<file path="config.mk">
export PLATFORM = sky130hd
export DESIGN_NAME = pwm_fault_ctrl
export DESIGN_NICKNAME = d
export VERILOG_FILES = /design/src/rtl/pwm_fault_pkg.sv /design/src/rtl/pft_edge_in.sv /design/src/rtl/pft_rearm_mask.sv /design/src/rtl/pft_gate_out.sv /design/src/rtl/pwm_fault_ctrl.sv
export SDC_FILE = /design/constraint.sdc
export NUM_CORES = 1
export LEC_CHECK = 0
export BUFFER_PORTS_ARGS = -buffer_cell sky130_fd_sc_hd__buf_4
export CAP_MARGIN = 40
export CORE_MARGIN = 1.5
export CORE_UTILIZATION = 48
export CTS_CLUSTER_SIZE = 12
export DETAILED_ROUTE_END_ITERATION = 8
export GPL_TIMING_DRIVEN = 1
export PLACE_DENSITY = 0.89
export SYNTH_ARGS = -nofsm -noshare
export SYNTH_HDL_FRONTEND = slang
export SYNTH_SLANG_ARGS = --single-unit
export TNS_END_PERCENT = 100
</file>
<file path="constraint.sdc">
create_clock -name clk_i -period 2.54 [get_ports clk_i]
set_input_delay 0.508 -clock clk_i [delete_from_list [all_inputs] [get_ports clk_i]]
set_output_delay 0.508 -clock clk_i [all_outputs]
set_load 0.02 [all_outputs]
</file>
<file path="src/rtl/pwm_fault_pkg.sv">
package pwm_fault_pkg;

  typedef enum logic [1:0] {
    ST_RUN   = 2'd0,
    ST_SHUT  = 2'd1,
    ST_ARMED = 2'd2
  } fault_state_e;

endpackage

</file>
<file path="src/rtl/pft_edge_in.sv">
// Optional synchroniser chain followed by a falling-edge detector.
module pft_edge_in #(
  parameter int unsigned STAGES  = 2,
  parameter logic        RST_VAL = 1'b1
) (
  input  logic clk_i,
  input  logic rst_ni,
  input  logic in_i,
  output logic level_o,
  output logic fall_o
);

  logic level;
  logic prev_q;

  if (STAGES == 0) begin : g_direct
    assign level = in_i;
  end else begin : g_sync
    logic [STAGES-1:0] sh_q;
    for (genvar s = 0; s < STAGES; s++) begin : g_stage
      if (s == 0) begin : g_first
        always_ff @(posedge clk_i or negedge rst_ni) begin
          if (!rst_ni) sh_q[s] <= RST_VAL;
          else         sh_q[s] <= in_i;
        end
      end else begin : g_next
        always_ff @(posedge clk_i or negedge rst_ni) begin
          if (!rst_ni) sh_q[s] <= RST_VAL;
          else         sh_q[s] <= sh_q[s-1];
        end
      end
    end
    assign level = sh_q[STAGES-1];
  end

  always_ff @(posedge clk_i or negedge rst_ni) begin
    if (!rst_ni) prev_q <= RST_VAL;
    else         prev_q <= level;
  end

  assign level_o = level;
  assign fall_o  = prev_q & ~level;

endmodule

</file>
<file path="src/rtl/pft_rearm_mask.sv">
// Records which timing registers were rewritten during a shutdown.
module pft_rearm_mask #(
  parameter int unsigned N = 4
) (
  input  logic         clk_i,
  input  logic         rst_ni,
  input  logic         clear_i,
  input  logic         enable_i,
  input  logic [N-1:0] we_i,
  output logic         full_o
);

  logic [N-1:0] mask_q;

  always_ff @(posedge clk_i or negedge rst_ni) begin
    if (!rst_ni)       mask_q <= '0;
    else if (clear_i)  mask_q <= '0;
    else if (enable_i) mask_q <= mask_q | we_i;
  end

  assign full_o = &mask_q;

endmodule

</file>
<file path="src/rtl/pft_gate_out.sv">
// Registered gate stage; forced to the idle pattern on request.
module pft_gate_out #(
  parameter int unsigned W    = 6,
  parameter logic [W-1:0] IDLE = '0
) (
  input  logic         clk_i,
  input  logic         rst_ni,
  input  logic         force_i,
  input  logic [W-1:0] gate_i,
  output logic [W-1:0] gate_o
);

  always_ff @(posedge clk_i or negedge rst_ni) begin
    if (!rst_ni)      gate_o <= IDLE;
    else if (force_i) gate_o <= IDLE;
    else              gate_o <= gate_i;
  end

endmodule

</file>
<file path="src/rtl/pwm_fault_ctrl.sv">
module pwm_fault_ctrl
  import pwm_fault_pkg::*;
#(
  parameter int unsigned            NUM_PHASES  = 3,
  parameter int unsigned            SYNC_STAGES = 2,
  parameter logic [2*NUM_PHASES-1:0] GATE_IDLE  = '0
) (
  input  logic                      clk_i,
  input  logic                      rst_ni,
  input  logic                      trip_ext_ni,
  input  logic                      isense_trip_ni,
  input  logic                      sw_shut_wr_i,
  input  logic                      sw_flag_rd_i,
  output logic                      sw_flag_o,
  input  logic [NUM_PHASES:0]       tim_reg_we_i,
  input  logic                      sync_i,
  input  logic [2*NUM_PHASES-1:0]   gate_i,
  output logic [2*NUM_PHASES-1:0]   gate_o,
  output logic                      timer_en_o,
  output logic                      duty_latch_o,
  output logic                      shutdown_o
);

  localparam int unsigned NUM_GATES = 2 * NUM_PHASES;
  localparam int unsigned NUM_REGS  = NUM_PHASES + 1;

  fault_state_e state_q, state_d;
  logic ext_level, ext_fall;
  logic is_level, is_fall;
  logic fault_ok, trig, mask_full;
  logic sync_prev_q, sync_rise;
  logic flag_q;

  pft_edge_in #(.STAGES(SYNC_STAGES), .RST_VAL(1'b1)) u_ext (
    .clk_i, .rst_ni, .in_i(trip_ext_ni), .level_o(ext_level), .fall_o(ext_fall)
  );

  // comparator output is already in this clock domain
  pft_edge_in #(.STAGES(0), .RST_VAL(1'b1)) u_isense (
    .clk_i, .rst_ni, .in_i(isense_trip_ni), .level_o(is_level), .fall_o(is_fall)
  );

  assign fault_ok = ext_level & is_level;
  assign trig     = ext_fall | is_fall | sw_shut_wr_i;

  pft_rearm_mask #(.N(NUM_REGS)) u_mask (
    .clk_i, .rst_ni,
    .clear_i (trig | ~fault_ok | (state_q != ST_SHUT)),
    .enable_i(state_q == ST_SHUT),
    .we_i    (tim_reg_we_i),
    .full_o  (mask_full)
  );

  always_ff @(posedge clk_i or negedge rst_ni) begin
    if (!rst_ni) sync_prev_q <= 1'b0;
    else         sync_prev_q <= sync_i;
  end
  assign sync_rise = sync_i & ~sync_prev_q;

  always_comb begin
    state_d = state_q;
    if (trig) begin
      state_d = ST_SHUT;
    end else begin
      unique case (state_q)
        ST_SHUT:  if (fault_ok && mask_full) state_d = ST_ARMED;
        ST_ARMED: if (sync_rise)             state_d = ST_RUN;
        default:  state_d = ST_RUN;
      endcase
    end
  end

  always_ff @(posedge clk_i or negedge rst_ni) begin
    if (!rst_ni) state_q <= ST_RUN;
    else         state_q <= state_d;
  end

  // software-source flag: set wins over read-clear
  always_ff @(posedge clk_i or negedge rst_ni) begin
    if (!rst_ni)           flag_q <= 1'b0;
    else if (sw_shut_wr_i) flag_q <= 1'b1;
    else if (sw_flag_rd_i) flag_q <= 1'b0;
  end

  pft_gate_out #(.W(NUM_GATES), .IDLE(GATE_IDLE)) u_gate (
    .clk_i, .rst_ni,
    .force_i(trig | (state_q != ST_RUN)),
    .gate_i (gate_i),
    .gate_o (gate_o)
  );

  assign sw_flag_o    = flag_q;
  assign shutdown_o   = (state_q == ST_SHUT);
  assign timer_en_o   = (state_q != ST_SHUT);
  assign duty_latch_o = sync_rise & (state_q != ST_SHUT);

  a_r1_ext_trip: assert property (@(posedge clk_i) disable iff (!rst_ni)
    ext_fall |=> shutdown_o);

  a_r2_isense_trip: assert property (@(posedge clk_i) disable iff (!rst_ni)
    is_fall |=> shutdown_o);

  a_r3_sw_shut: assert property (@(posedge clk_i) disable iff (!rst_ni)
    sw_shut_wr_i |=> shutdown_o);

  a_r4_flag_clear: assert property (@(posedge clk_i) disable iff (!rst_ni)
    (sw_flag_rd_i && !sw_shut_wr_i) |=> !sw_flag_o);

  a_r5_gates_idle: assert property (@(posedge clk_i) disable iff (!rst_ni)
    shutdown_o |-> (gate_o == GATE_IDLE));

  a_r7_rearm_cond: assert property (@(posedge clk_i) disable iff (!rst_ni)
    (state_q == ST_ARMED && $past(state_q) == ST_SHUT) |-> $past(mask_full && fault_ok));

  a_r8_sync_resume: assert property (@(posedge clk_i) disable iff (!rst_ni)
    (state_q == ST_ARMED && sync_rise && !trig) |=> (state_q == ST_RUN));

  a_r10_mask_drop: assert property (@(posedge clk_i) disable iff (!rst_ni)
    (state_q == ST_SHUT && !fault_ok) |=> !mask_full);

endmodule

</file>
==> results_dict.tcl <==
set metrics [dict create \
    n_antenna_cell 0 \
    cts_buffer_depth 2 \
    drt-vias-per-instance 5.00 \
    netlist_top_cells_count "dfrtp_1 (14), nor2_1 (10), and2_1 (6)" \
    worst_pin_slew_ps 388 \
    initial_core_util 0.513 \
    period_needed_ps 1690 \
    nNetsFinal 97 \
    grtUsageTotal 0.185 \
    cts_hold_buffers 0 \
    synth_top_area_cell "dfrtp_1" \
    synthFlopType "dfrtp_1" \
    tritoncts "yes" \
    drive_gt1_frac 0.468 \
    wl_um 1170 \
    cts_resized 0 \
    status "finished, final reports clean" \
    ys_seq_area_frac 0.683 \
    fin_crit_sh 0.666 \
    ys_async_sr_fraction 1.00 \
    dp.cells 90 \
    yosys.area.top_type_share 0.525 \
    cts_made_buffers 3 \
    p_switching_mw 0.105 \
    drc 0 \
    synth_seq_cells 18 \
    yosysMostFrequentCell "dfrtp_1" \
    max_stage_delay_ps 420 \
    die_w_um 40.3 \
    worst_ep_arrival_time_ps 1180 \
    design.die.area_mm2 0.00162 \
    path_class "reg2out" \
    antenna_left 0 \
    syn_area_per_cell_um2 13.3 \
    wire_per_inst_um 12.4 \
    grt_overflow 0 \
    place.detailed.hpwl_um 918 \
    power.internal_mw 0.404 \
    power_frac_clock 0.337 \
    required_ps 2030 \
    cp.depth 3 \
    rsz0062_at_grt "no" \
    yosys.cell_types.count 18 \
    vias 470 \
    power_frac_seq 0.588 \
    crit_buf_inv 1 \
    syn_area_um2 667 \
    tns_ps 0 \
    cts_sinks 18 \
    p_per_area_mw_per_mm2 560 \
    fill_cells 98 \
    clk_pin_slew_ps 100 \
    hold_violations 0 \
    root_buffer "clkbuf_4" \
    critPathLaunchType "register" \
    areaGrowthSynthToFinish_pct 36.4 \
    antenna_found_initial 0 \
    max_freq_mhz 591 \
    ff2ff_path_depth 3 \
    seq_area_um2 455 \
    synthCells 50 \
    clock_skew_ps 1.67 \
    core_area_mm2 0.00130 \
    finalSetupViolCount 0 \
    ir_drop_mv 0.441 \
    htreeDepth 1 \
    synth-edff-count 0 \
    grt_max_degree 19 \
    port_buffers 26 \
    gp_congestion 0.703 \
    grt_pass1_vias 483 \
    rows 13 \
    ios 27 \
    crit_family "flip-flops" \
    p_leak_nw 0.455 \
    worst-path-max-fanout 6 \
    first_iter_violations 6 \
    final_util 0.699 \
    hp-class "in2async" \
    fin_cells 94 \
    pwr-share-comb 0.075 \
    die_h_um 40.3 \
    endpoint_kind "output pin" \
    cp_cell_sequence "nor2b_2 > nor2_1 > buf_4" \
    maxCapViolCount 0 \
    grt_first_pass_wirelength_um 1950 \
    post-cts-setup-buffers 0 \
    dr.pass1.iters 3 \
    cpMaxStageDelayCell "dfrtp_1" \
    ys_warn_count 0 \
    syn_nets 67 \
    synth.area.top_cells "dfrtp_1 (53%), dfstp_2 (16%), and2_1 (5.6%)" \
    slew_headroom 0.741 \
    multi_input_area_um2 196 \
    switching_share 0.207 \
    clock_latency_ps 280 \
    slew_violations 0 \
]
area by class of cell:
class                      count  share of cell area
clock buffer                   4              0.0399
inverter                       2             0.00825
multi-input combinational     29               0.216
sequential                    18               0.501
tap                           15              0.0206
timing repair buffer          26               0.215
state kept, by name, summed over array words and instances, names as in the netlist:
signal	count
state_q	2
sw_flag_o	1
sync_prev_q	1
u_ext.g_sync.sh_q	1
u_ext.level_o	1
u_ext.prev_q	1
u_gate.gate_o	6
u_isense.prev_q	1
u_mask.mask_q	4
cells by family after synthesis:
| kind of cell | count (synthesis) | synth area share |
|---|---|---|
| AOI/OAI and AO/OA | 3 | 0.0507 |
| buffers and inverters | 3 | 0.0225 |
| DFF | 18 | 0.683 |
| and+or+nand+nor | 26 | 0.244 |
layout by cell type, fill, tap and decap left out, types with 2 or more instances in the layout:
cell type	count
buf_4	26
dfrtp_1	14
nor2_1	10
and2_1	6
dfstp_2	4
clkbuf_4	3
nor2b_1	2
inv_1	2
per-stage QoR:
step / hold WS, ps / power [mW] / setup WS (ps) / area, µm²
2_1_floorplan: 212 / 0.314 / 1070 / 667
3_3_place_gp: 346 / 0.342 / 1140 / 873
3_5_place_dp: 350 / 0.344 / 1120 / 873
4_1_cts: 66.8 / 0.516 / 836 / 910
5_1_grt: 66.4 / 0.533 / 755 / 910
6_report: 66.7 / 0.509 / 848 / 910
final timing paths:
check / to / slack, ps / startpoint
setup / recovery: duty_latch_o / 850 / state_q[1]
hold / removal: u_mask.mask_q[1] / 70 / rst_ni
setup reg to reg: u_gate.gate_o[4] / 1270 / u_isense.prev_q
hold reg to reg: u_ext.level_o / 370 / u_ext.g_sync.sh_q[0]
max in group asynchronous: u_isense.prev_q / 2220 / rst_ni
min in group clk_i: u_ext.g_sync.sh_q[0] / 320 / trip_ext_ni
power groups by stage:
stage | Clock, mW | Sequential, mW | Combinational [mW]
after global routing | 0.189 | 0.301 | 0.0428
after detailed placement | 0 | 0.305 | 0.0390
after floorplan | 0 | 0.305 | 0.00851
after global placement | 0 | 0.304 | 0.0377
after CTS | 0.178 | 0.299 | 0.0390
final | 0.172 | 0.299 | 0.0382
metal layers:
layer,routed length (µm),GRT usage
met5,0,0
met4,0,0.0250
met3,101,0.0778
met2,616,0.347
met1,449,0.196
Power figures use the tool's default switching activity.
